### src/rtl/alu8_pkg.sv
package alu8_pkg;
  localparam int unsigned OP_W = 5;

  typedef enum logic [OP_W-1:0] {
    OP_LOAD = 5'd0,  OP_AND  = 5'd1,  OP_OR   = 5'd2,  OP_XOR  = 5'd3,
    OP_ADD  = 5'd4,  OP_ADDC = 5'd5,  OP_SUB  = 5'd6,  OP_SUBC = 5'd7,
    OP_SR0  = 5'd8,  OP_SR1  = 5'd9,  OP_SRX  = 5'd10, OP_SRC  = 5'd11,
    OP_RR   = 5'd12, OP_SL0  = 5'd13, OP_SL1  = 5'd14, OP_SLX  = 5'd15,
    OP_SLC  = 5'd16, OP_RL   = 5'd17
  } alu_op_e;

  localparam logic [OP_W-1:0] OP_LAST = OP_RL;
endpackage

### src/rtl/alu8_logic_arith.sv
module alu8_logic_arith
  import alu8_pkg::*;
#(
  parameter int unsigned DW = 8
) (
  input  logic [OP_W-1:0] op_i,
  input  logic [DW-1:0]   a_i,
  input  logic [DW-1:0]   b_i,
  input  logic            cin_i,
  output logic [DW-1:0]   res_o,
  output logic            cout_o,
  output logic            hit_o
);
  logic [DW:0] wide;

  always_comb begin
    wide   = '0;
    hit_o  = 1'b1;
    cout_o = 1'b0;
    unique case (op_i)
      OP_LOAD: wide = {1'b0, b_i};
      OP_AND:  wide = {1'b0, a_i & b_i};
      OP_OR:   wide = {1'b0, a_i | b_i};
      OP_XOR:  wide = {1'b0, a_i ^ b_i};
      OP_ADD:  wide = {1'b0, a_i} + {1'b0, b_i};
      OP_ADDC: wide = {1'b0, a_i} + {1'b0, b_i} + {{DW{1'b0}}, cin_i};
      OP_SUB:  wide = {1'b0, a_i} - {1'b0, b_i};
      OP_SUBC: wide = {1'b0, a_i} - {1'b0, b_i} - {{DW{1'b0}}, cin_i};
      default: hit_o = 1'b0;
    endcase
    // bit DW is carry for add, borrow for subtract, 0 for logic
    cout_o = wide[DW];
    res_o  = wide[DW-1:0];
  end
endmodule

### src/rtl/alu8_shift.sv
module alu8_shift
  import alu8_pkg::*;
#(
  parameter int unsigned DW = 8
) (
  input  logic [OP_W-1:0] op_i,
  input  logic [DW-1:0]   a_i,
  input  logic            cin_i,
  output logic [DW-1:0]   res_o,
  output logic            cout_o,
  output logic            hit_o
);
  logic fill;
  logic right;

  always_comb begin
    hit_o = 1'b1;
    right = 1'b1;
    fill  = 1'b0;
    unique case (op_i)
      OP_SR0: fill = 1'b0;
      OP_SR1: fill = 1'b1;
      OP_SRX: fill = a_i[DW-1];
      OP_SRC: fill = cin_i;
      OP_RR:  fill = a_i[0];
      OP_SL0: begin right = 1'b0; fill = 1'b0; end
      OP_SL1: begin right = 1'b0; fill = 1'b1; end
      OP_SLX: begin right = 1'b0; fill = a_i[0]; end
      OP_SLC: begin right = 1'b0; fill = cin_i; end
      OP_RL:  begin right = 1'b0; fill = a_i[DW-1]; end
      default: hit_o = 1'b0;
    endcase
    if (right) begin
      res_o  = {fill, a_i[DW-1:1]};
      cout_o = a_i[0];
    end else begin
      res_o  = {a_i[DW-2:0], fill};
      cout_o = a_i[DW-1];
    end
  end
endmodule

### src/rtl/alu8_flag_reg.sv
module alu8_flag_reg (
  input  logic clk_i,
  input  logic rst_ni,
  input  logic upd_i,
  input  logic zero_i,
  input  logic carry_i,
  output logic zero_o,
  output logic carry_o
);
  always_ff @(posedge clk_i or negedge rst_ni) begin
    if (!rst_ni) begin
      zero_o  <= 1'b0;
      carry_o <= 1'b0;
    end else if (upd_i) begin
      zero_o  <= zero_i;
      carry_o <= carry_i;
    end
  end
endmodule

### src/rtl/alu8_core.sv
module alu8_core
  import alu8_pkg::*;
#(
  parameter int unsigned DW = 8
) (
  input  logic            clk_i,
  input  logic            rst_ni,
  input  logic [OP_W-1:0] op_i,
  input  logic [DW-1:0]   a_i,
  input  logic [DW-1:0]   reg_b_i,
  input  logic [DW-1:0]   imm_i,
  input  logic            use_imm_i,
  input  logic            flag_we_i,
  output logic [DW-1:0]   result_o,
  output logic            res_we_o,
  output logic            flag_we_o,
  output logic            zero_o,
  output logic            carry_o
);
  logic [DW-1:0] b_sel, la_res, sh_res;
  logic          la_cout, sh_cout, la_hit, sh_hit, new_carry;

  assign b_sel = use_imm_i ? imm_i : reg_b_i;

  alu8_logic_arith #(.DW(DW)) u_la (
    .op_i(op_i), .a_i(a_i), .b_i(b_sel), .cin_i(carry_o),
    .res_o(la_res), .cout_o(la_cout), .hit_o(la_hit)
  );

  alu8_shift #(.DW(DW)) u_sh (
    .op_i(op_i), .a_i(a_i), .cin_i(carry_o),
    .res_o(sh_res), .cout_o(sh_cout), .hit_o(sh_hit)
  );

  always_comb begin
    result_o  = '0;
    new_carry = 1'b0;
    if (la_hit) begin
      result_o  = la_res;
      new_carry = la_cout;
    end else if (sh_hit) begin
      result_o  = sh_res;
      new_carry = sh_cout;
    end
  end

  assign res_we_o  = la_hit | sh_hit;
  assign flag_we_o = res_we_o && (op_i != OP_LOAD);

  alu8_flag_reg u_flags (
    .clk_i(clk_i), .rst_ni(rst_ni), .upd_i(flag_we_i && flag_we_o),
    .zero_i(result_o == '0), .carry_i(new_carry),
    .zero_o(zero_o), .carry_o(carry_o)
  );

  a_r4_load_holds_flags: assert property (@(posedge clk_i) disable iff (!rst_ni)
    (op_i == OP_LOAD) |=> $stable({zero_o, carry_o}));

  a_r5_logic_clears_carry: assert property (@(posedge clk_i) disable iff (!rst_ni)
    (flag_we_i && (op_i == OP_AND || op_i == OP_OR || op_i == OP_XOR)) |=> !carry_o);

  a_r8_right_carry: assert property (@(posedge clk_i) disable iff (!rst_ni)
    (flag_we_i && op_i >= OP_SR0 && op_i <= OP_RR) |=> (carry_o == $past(a_i[0])));

  a_r9_left_carry: assert property (@(posedge clk_i) disable iff (!rst_ni)
    (flag_we_i && op_i >= OP_SL0 && op_i <= OP_RL) |=> (carry_o == $past(a_i[DW-1])));

  a_r10_zero_tracks: assert property (@(posedge clk_i) disable iff (!rst_ni)
    (flag_we_i && flag_we_o) |=> (zero_o == ($past(result_o) == '0)));

  a_r11_hold_no_we: assert property (@(posedge clk_i) disable iff (!rst_ni)
    !flag_we_i |=> $stable({zero_o, carry_o}));

  a_r12_invalid_quiet: assert property (@(posedge clk_i) disable iff (!rst_ni)
    (op_i > OP_LAST) |-> (!res_we_o && !flag_we_o));
endmodule

### config.mk
export PLATFORM = sky130hd
export DESIGN_NAME = alu8_core
export DESIGN_NICKNAME = d
export VERILOG_FILES = /design/src/rtl/alu8_pkg.sv /design/src/rtl/alu8_logic_arith.sv /design/src/rtl/alu8_shift.sv /design/src/rtl/alu8_flag_reg.sv /design/src/rtl/alu8_core.sv
export SDC_FILE = /design/constraint.sdc
export NUM_CORES = 1
export LEC_CHECK = 0
export ABC_AREA = 1
export BUFFER_PORTS_ARGS = -buffer_cell sky130_fd_sc_hd__buf_4
export CAP_MARGIN = 20
export CORE_ASPECT_RATIO = 0.5
export CORE_MARGIN = 4
export CORE_UTILIZATION = 45
export CTS_BUF_LIST = sky130_fd_sc_hd__clkbuf_8
export DETAILED_ROUTE_END_ITERATION = 8
export MAX_ROUTING_LAYER = met4
export PLACE_DENSITY = 0.64
export SLEW_MARGIN = 15
export SYNTH_ARGS = -nofsm -noshare
export SYNTH_HDL_FRONTEND = slang
export SYNTH_SLANG_ARGS = --single-unit
export TNS_END_PERCENT = 1
### constraint.sdc
create_clock -name clk_i -period 5 [get_ports clk_i]
set_input_delay 0.75 -clock clk_i [delete_from_list [all_inputs] [get_ports clk_i]]
set_output_delay 0.75 -clock clk_i [all_outputs]
set_load 0.02 [all_outputs]
==> Word-level counts from Yosys, hierarchy flattened <==
Index checks and enable logic that the tools add are counted.
{ "word_totals": {"ff_bits": 2, "wordCells": 50} }
{ "op_classes": {"n_addsub": 4, "n_eq_ne": 17, "muxes": 11, "bitwise": 4, "n_reduce_logical": 12} }
{ "op_table": {"columns": ["op", "n"], "rows": [
  ["$pmux 9 s8", 1],
  ["$eq 5x4->1 const B", 8],
  ["$mux 8", 4],
  ["$eq 5x3->1 const B", 4],
  ["$eq 5x2->1 const B", 2],
  ["$eq 5x5->1 const B", 2],
  ["$reduce_or 10->1", 1],
  ["$add 8x8->9", 1],
  ["$add 9x1->9", 1],
  ["$sub 8x8->9", 1],
  ["$sub 9x1->9", 1],
  ["$and 8x8->8", 1],
  ["$logic_not 8->1", 1],
  ["$or 8x8->8", 1],
  ["$reduce_or 2->1", 4],
  ["$reduce_or 8->1", 1],
  ["$xor 8x8->8", 1],
  ["$eq 5x1->1 const B", 1],
  ["$logic_not 5->1", 1],
  ["$mux 1", 5],
  ["$reduce_bool 5->1", 1],
  ["$reduce_or 5->1", 1],
  ["$pmux 1 s4", 1],
  ["$logic_and 1x1->1", 2],
  ["$or 1x1->1", 1]
]} }

==> Longest topological paths before layout <==
Gate-level depths: netlist (run 1).
{ "depth": {"word_depth": 7, "depth_mapped": 23} }

==> Cells and area by module <==
Synthesis (run 1) repeated with hierarchy kept, for this count alone.
{ "hier_totals": {"cells_unflattened": 434, "area_unflattened_um2": 2532.4} }
{ "by_module_without_submodules": {"columns": ["mod", "n_inst", "cells_per_inst", "area_per_inst_um2", "seq_area_each_um2"], "rows": [
  ["alu8_logic_arith", 1, 313, 1860.5, 0.0],
  ["alu8_core", 1, 54, 309.0, 0.0],
  ["alu8_shift", 1, 58, 286.5, 0.0],
  ["alu8_flag_reg", 1, 9, 76.3, 50.0]
]} }

==> Worst setup path before layout (run 1) <==
OpenSTA, ideal clock, no wires.
{ "synth_path": {"path_kind": "in2out", "start": "input use_imm_i", "end": "output result_o[6]", "arrival_time_ns": 3.052, "setup_slack_ns": 1.198, "stages": 18, "cell_sequence": "buf_4 -> inv_2 -> or2_1 -> o21ai_0 -> inv_1 -> ha_1 -> fa_1 -> ha_1 -> inv_1 -> nor2_1 -> nand3_1 -> inv_1 -> nand3_1 -> nand2_1 -> nand3_1 -> nand3_1 -> nor2_1 -> inv_1"} }
{ "synth_between": {"elab_chain_cells": 5} }
{ "synth_rtl": {"columns": ["element", "line", "rtl"], "rows": [
  ["start: declaration", "alu8_core.sv:12", "input logic use_imm_i,"],
  ["$mux 8 *", "alu8_core.sv:23", "assign b_sel = use_imm_i ? imm_i : reg_b_i;"],
  ["$sub 8x8->9 / $add 8x8->9 (equally long branches)", null, null],
  ["$sub 9x1->9 / $add 9x1->9 (equally long branches)", "alu8_logic_arith.sv:28, alu8_logic_arith.sv:26", null],
  ["$pmux 9 s8 *", "alu8_logic_arith.sv:20", "unique case (op_i)"],
  ["$mux 8 *", "alu8_core.sv:38", "if (la_hit) begin"],
  ["end: declaration", "alu8_core.sv:14", "output logic [DW-1:0] result_o,"]
]} }
Every way passes the cells marked *; elsewhere a longest branch is shown, timed or not.

==> Worst setup path in the final report (run 1) <==
{ "layout_path": {"start": "input use_imm_i", "end": "output result_o[7]"} }
The elaborated chain is that of the path after synthesis.

==> results of run 1 <==
[flip-flops by register name (all words and copies together) (netlist names)]
name,cells
u_flags.zero_o,1
u_flags.carry_o,1
[cell usage after synthesis, types with 2 or more instances]
master and number:
nor3_1 3, o22ai_1 4, nor2_1 57, nand3_1 61
nand4_1 8, xnor2_1 2, a21oi_1 16, ha_1 30
inv_1 70, o21ai_1 3, fa_1 2, buf_6 2
nand3_2 4, or2_2 3, or2_1 2, nand3b_1 3
dfrtp_1 2, o21ai_0 20, nor2_2 6, inv_2 6
nand2_2 3, buf_2 3, a21oi_2 2, nand2_1 141
xor2_1 2, nor2_4 3
[per-layer routing]
metal,up-vias,global-route usage
li1,1573,-
met1,1302,0.371
met2,129,0.363
met3,6,0.0354
met4,0,0.0260
met5,-,-
[cells by family (layout without fill, tap and decap cells)]
| family | count (synthesis) | count (layout) | synth area share |
|---|---|---|---|
| simple gates | 295 | 295 | 0.540 |
| buf+inv | 82 | 123 | 0.136 |
| compound gates | 51 | 51 | 0.118 |
| fa+ha+maj | 32 | 32 | 0.171 |
| xor+xnor | 4 | 4 | 0.0145 |
| flops | 2 | 2 | 0.0206 |
[cell type report]
| type | count | area (um2) | area share |
|---|---|---|---|
| flip-flops and latches | 2 | 50.0 | 0.0176 |
| well taps | 70 | 87.6 | 0.0309 |
| multi-input cells | 382 | 2040 | 0.720 |
| repair buffers | 44 | 330 | 0.116 |
| inverters | 76 | 285 | 0.100 |
| clock buffers | 3 | 41.3 | 0.0145 |
[worst min-delay path by stage]
stage	from	to	slack (ns)	cells past startpoint
finish	rst_ni	u_flags.zero_o	0.31	1
global route	rst_ni	u_flags.zero_o	0.31	1
CTS	rst_ni	u_flags.zero_o	0.31	1
detailed placement	u_flags.zero_o	u_flags.zero_o	0.52	2
global placement	u_flags.zero_o	u_flags.zero_o	0.51	2
floorplan	rst_ni	u_flags.carry_o	0.45	0
[power by group]
group / internal (mW) / switching, mW / total, mW
Combinational: 0.124 / 0.229 / 0.353
Clock: 0.0510 / 0.0141 / 0.0651
Sequential: 0.0198 / 0.00424 / 0.0241
Total: 0.195 / 0.247 / 0.442
[through the flow]
| step | setup slack [ns] | std cells | utilization | instance area [um2] |
|---|---|---|---|---|
| finish | 0.648 | 577 | 0.560 | 2840 |
| global route | 0.316 | 577 | 0.560 | 2840 |
| CTS | 0.658 | 577 | 0.560 | 2840 |
| detailed placement | 0.670 | 574 | 0.552 | 2800 |
| global placement | 0.662 | 574 | 0.552 | 2800 |
| floorplan | 1.20 | 466 | - | 2420 |
[critical path: cells and delay by family]
kind            cells  cell delay, ns
compound gates      1            0.16
buf+inv             7            0.71
fa+ha+maj           2            0.61
simple gates       12            1.39
==> impl_metrics.json, run 1 <==
{
  "status": "finished, final reports clean",
  "startpoint": "use_imm_i",
  "syn_to_final_growth_pct": 17.1,
  "cp.arrival_ns": 3.60,
  "mostFrequentLayoutCells": "141 x nand2_1, 70 x inv_1, 61 x nand3_1",
  "path_common_cell": "nand2_1",
  "wl_met3_um": 775,
  "start_util": 0.479,
  "ios": 45,
  "maxSlewViolCount": 0,
  "drv_cap": 0,
  "fin_nets": 574,
  "drc": 0,
  "viasPerCell": 5.22,
  "required_ns": 4.25,
  "cts_buffer_depth": 2,
  "syn_inst": 466,
  "holdCritPathClass": "in2async",
  "cts_sinks": 2,
  "startpoint_type": "input port",
  "whs_ns": 0.307,
  "reg2reg_from": "u_flags.carry_o",
  "grt_first_pass_wirelength_mm": 12.9,
  "grtUsageTotal": 0.248,
  "crit_type": "in2out",
  "synth-async-reset-ratio": 1.00,
  "ctsHtreeMaxLevel": 1,
  "vias": 3010,
  "coreArea_um2": 5070,
  "drt-initial-drc-count": 318,
  "drt-met1-wl_mm": 4.13,
  "cp-end-kind": "primary output",
  "worstPathCellList": "buf_4, inv_2, or2_1, o21ai_0, inv_1, ha_1, fa_1, nand2_1, nand2_1, inv_1, nand3_1, inv_1, nand2_1, nor2_1, nand3_1, nand3_1, nand2_1, nand2_1, nand3_1, nor2_1, inv_1, buf_4",
  "timing.final.crit_share": 0.870,
  "portBuffers": 44,
  "dr.pass1.iters": 6,
  "wl_per_cell_um": 13.9,
  "cpMaxStageDelayCell": "fa_1",
  "die_height_um": 59.9,
  "cts_made_buffers": 3,
  "min_period_ns": 4.35,
  "cts_setup_buffers": 0,
  "synth_top_area_cell": "nand2_1",
  "antenna_found_initial": 0,
  "antennaDiodeCount": 0,
  "synth_ff_type": "dfrtp_1",
  "topRoutingLayerUsed": "met4",
  "maxSlewHeadroom": 0.543,
  "cts.clk_slew.worst_paths_ns": 0.03,
  "synth_seq_cells": 2,
  "cpPeakStageDelay_ns": 0.38,
  "total_power_uw": 442,
  "first_global_vias": 2598,
  "die_x_um": 112,
  "grt-ovfl-total": 0,
  "synth_edf_count": 0,
  "gp_congestion": 0.989,
  "syn_nets": 531,
  "ant_nets": 0,
  "grt_max_degree": 16,
  "dieArea_um2": 6700,
  "peakVddDrop_mv": 0.135,
  "final_common_cell": "nand2_1",
  "fill_cells": 570,
  "drt_wl_total_mm": 8.05,
  "timing.rr.end": "u_flags.zero_o",
  "cts_tree": "done",
  "syn_area_um2": 2420,
  "synth_top_area_frac": 0.218,
  "yosysUniqueCellTypes": 34,
  "dr_wl_met2_mm": 3.11,
  "drive_above_1_share": 0.150,
  "worstMarginPinSlew_ns": 0.682,
  "root_buffer": "clkbuf_8",
  "clock_skew_ns": 0.00745,
  "power.leakage_nw": 1.66,
  "syn_avg_cell_area_um2": 5.20,
  "synth_area_leaders": "nand2_1 22%, ha_1 15%, nand3_1 13%",
  "crit_end": "result_o[7]",
  "rsz0062_at_grt": "no",
  "place_hpwl_mm": 6.81,
  "r2r_slack_ns": 2.96,
  "fin_setup_tns_ns": 0,
  "row_count": 18,
  "yosysSeqAreaShare": 0.0206,
  "finalSetupViolCount": 0,
  "cts_hold_buf": 0,
  "power_density_nw_per_um2": 156,
  "clock.fmax_ghz": 0.230,
  "insertion_delay_ns": 0.22,
  "reg2reg_depth": 13,
  "cts_resized": 0,
  "ys_warn_count": 0,
  "crit_fanout": 9,
  "finalHoldViolations": 0
}
Note: power is estimated with default switching activity, not from simulation.
==> run 2, diff against run 1 <==
- CORE_UTILIZATION: 45 -> 57
- PLACE_DENSITY: 0.64 -> 0.79
==> impl_metrics.json, run 2 (synthesis gave the netlist of run 1 again) <==
{
  "finalSetupViolCount": 0,
  "place_hpwl_mm": 6.45,
  "die_x_um": 100,
  "worstPathCellList": "buf_4, inv_2, or2_1, o21ai_0, inv_1, ha_1, fa_1, ha_1, inv_1, nor2_1, nand3_1, inv_1, nand4_1, nand3_1, nand3_1, nor2_1, inv_1, buf_4",
  "worstMarginPinSlew_ns": 0.731,
  "fin_setup_tns_ns": 0,
  "drc": 0,
  "maxSlewHeadroom": 0.506,
  "path_common_cell": "inv_1",
  "final_common_cell": "nand2_1",
  "root_buffer": "clkbuf_8",
  "ios": 45,
  "whs_ns": 0.314,
  "seq_area_um2": 50.0,
  "cts_sinks": 2,
  "insertion_delay_ns": 0.21,
  "cts_hold_buf": 0,
  "peakVddDrop_mv": 0.0812,
  "cp.arrival_ns": 3.62,
  "dr.pass1.iters": 7,
  "viasPerCell": 5.51,
  "fill_cells": 382,
  "dieArea_um2": 5420,
  "multi_input_area_um2": 2040,
  "dp.cells": 558,
  "ant_nets": 0,
  "cts.clk_slew.worst_paths_ns": 0.03,
  "drt-initial-drc-count": 259,
  "first_global_vias": 2658,
  "grt_first_pass_wirelength_mm": 12.6,
  "antennaDiodeCount": 0,
  "cpPeakStageDelay_ns": 0.55,
  "cts_setup_buffers": 0,
  "gp_congestion": 1.01,
  "cts_tree": "done",
  "wl_per_cell_um": 13.9,
  "start_util": 0.606,
  "cts_made_buffers": 3,
  "min_period_ns": 4.37,
  "fin_nets": 574,
  "dpl_worst_slack_ns": 0.713,
  "portBuffers": 44,
  "r2r_slack_ns": 2.89,
  "drt_wl_total_mm": 7.78,
  "required_ns": 4.25,
  "finalHoldViolations": 0,
  "cpMaxStageDelayCell": "fa_1",
  "timing.final.crit_share": 0.875,
  "grt-ovfl-total": 0,
  "final_area_um2": 2820,
  "stdcell_count": 561,
  "grtUsageTotal": 0.304,
  "largestRegisters": "u_flags.carry_o: 1 flops, u_flags.zero_o: 1 flops",
  "coreArea_um2": 4000,
  "row_count": 16,
  "antenna_found_initial": 0,
  "crit_type": "in2out",
  "power.leakage_nw": 1.66,
  "drv_cap": 0,
  "fin_util": 0.704,
  "power_density_nw_per_um2": 156,
  "status": "finished, final reports clean",
  "vias": 3093,
  "maxSlewViolCount": 0,
  "ctsHtreeMaxLevel": 1,
  "holdCritPathClass": "in2async",
  "cts_resized": 0,
  "cts_buffer_depth": 2,
  "cp-end-kind": "primary output",
  "rsz0062_at_grt": "no",
  "setup_ws_ns": 0.626,
  "grt_max_degree": 16,
  "die_height_um": 54.1,
  "mostFrequentLayoutCells": "141 x nand2_1, 70 x inv_1, 61 x nand3_1",
  "syn_to_final_growth_pct": 16.3,
  "total_power_uw": 440,
  "clock.fmax_ghz": 0.229,
  "drive_above_1_share": 0.150,
  "crit_fanout": 9,
  "clock_skew_ns": 0.00187,
  "dpl_cell_area_um2": 2780,
  "startpoint_type": "input port"
}
-- run 2: final timing paths --
check,from,endpoint,cells after the start
hold reg to reg,u_flags.zero_o,u_flags.zero_o,2
setup reg to reg,u_flags.carry_o,u_flags.zero_o,12
max in group asynchronous,rst_ni,u_flags.carry_o,1
min in group clk_i,u_flags.zero_o,u_flags.zero_o,2
setup / recovery,use_imm_i,result_o[6],18
hold / removal,rst_ni,u_flags.zero_o,1
-- run 2: where the power goes --
group | internal, mW | switching, mW
sequential | 0.0198 | 0.00383
clock | 0.0509 | 0.0126
combinational | 0.124 | 0.229
-- run 2: cell type report --
type | count | area share
Timing Repair Buffer | 44 | 0.117
Tap cell | 54 | 0.0240
Multi-Input combinational cell | 382 | 0.725
Inverter | 76 | 0.101
Clock buffer | 3 | 0.0146
Sequential cell | 2 | 0.0178
-- run 2: metal layers --
layer  track usage  wire length [um]  vias to the layer above
li1              -                 -                     1570
met1         0.414              3680                     1352
met2         0.466              3050                      158
met3        0.0634               958                       13
met4        0.0649                96                        0
met5             -                 0                        -
-- run 2: critical path: cells and delay by family --
kind	cells	cell delay, ns
buffers and inverters	7	0.74
adders and majority gates	3	0.97
AOI/OAI and AO/OA	1	0.15
and+or+nand+nor	7	1.01
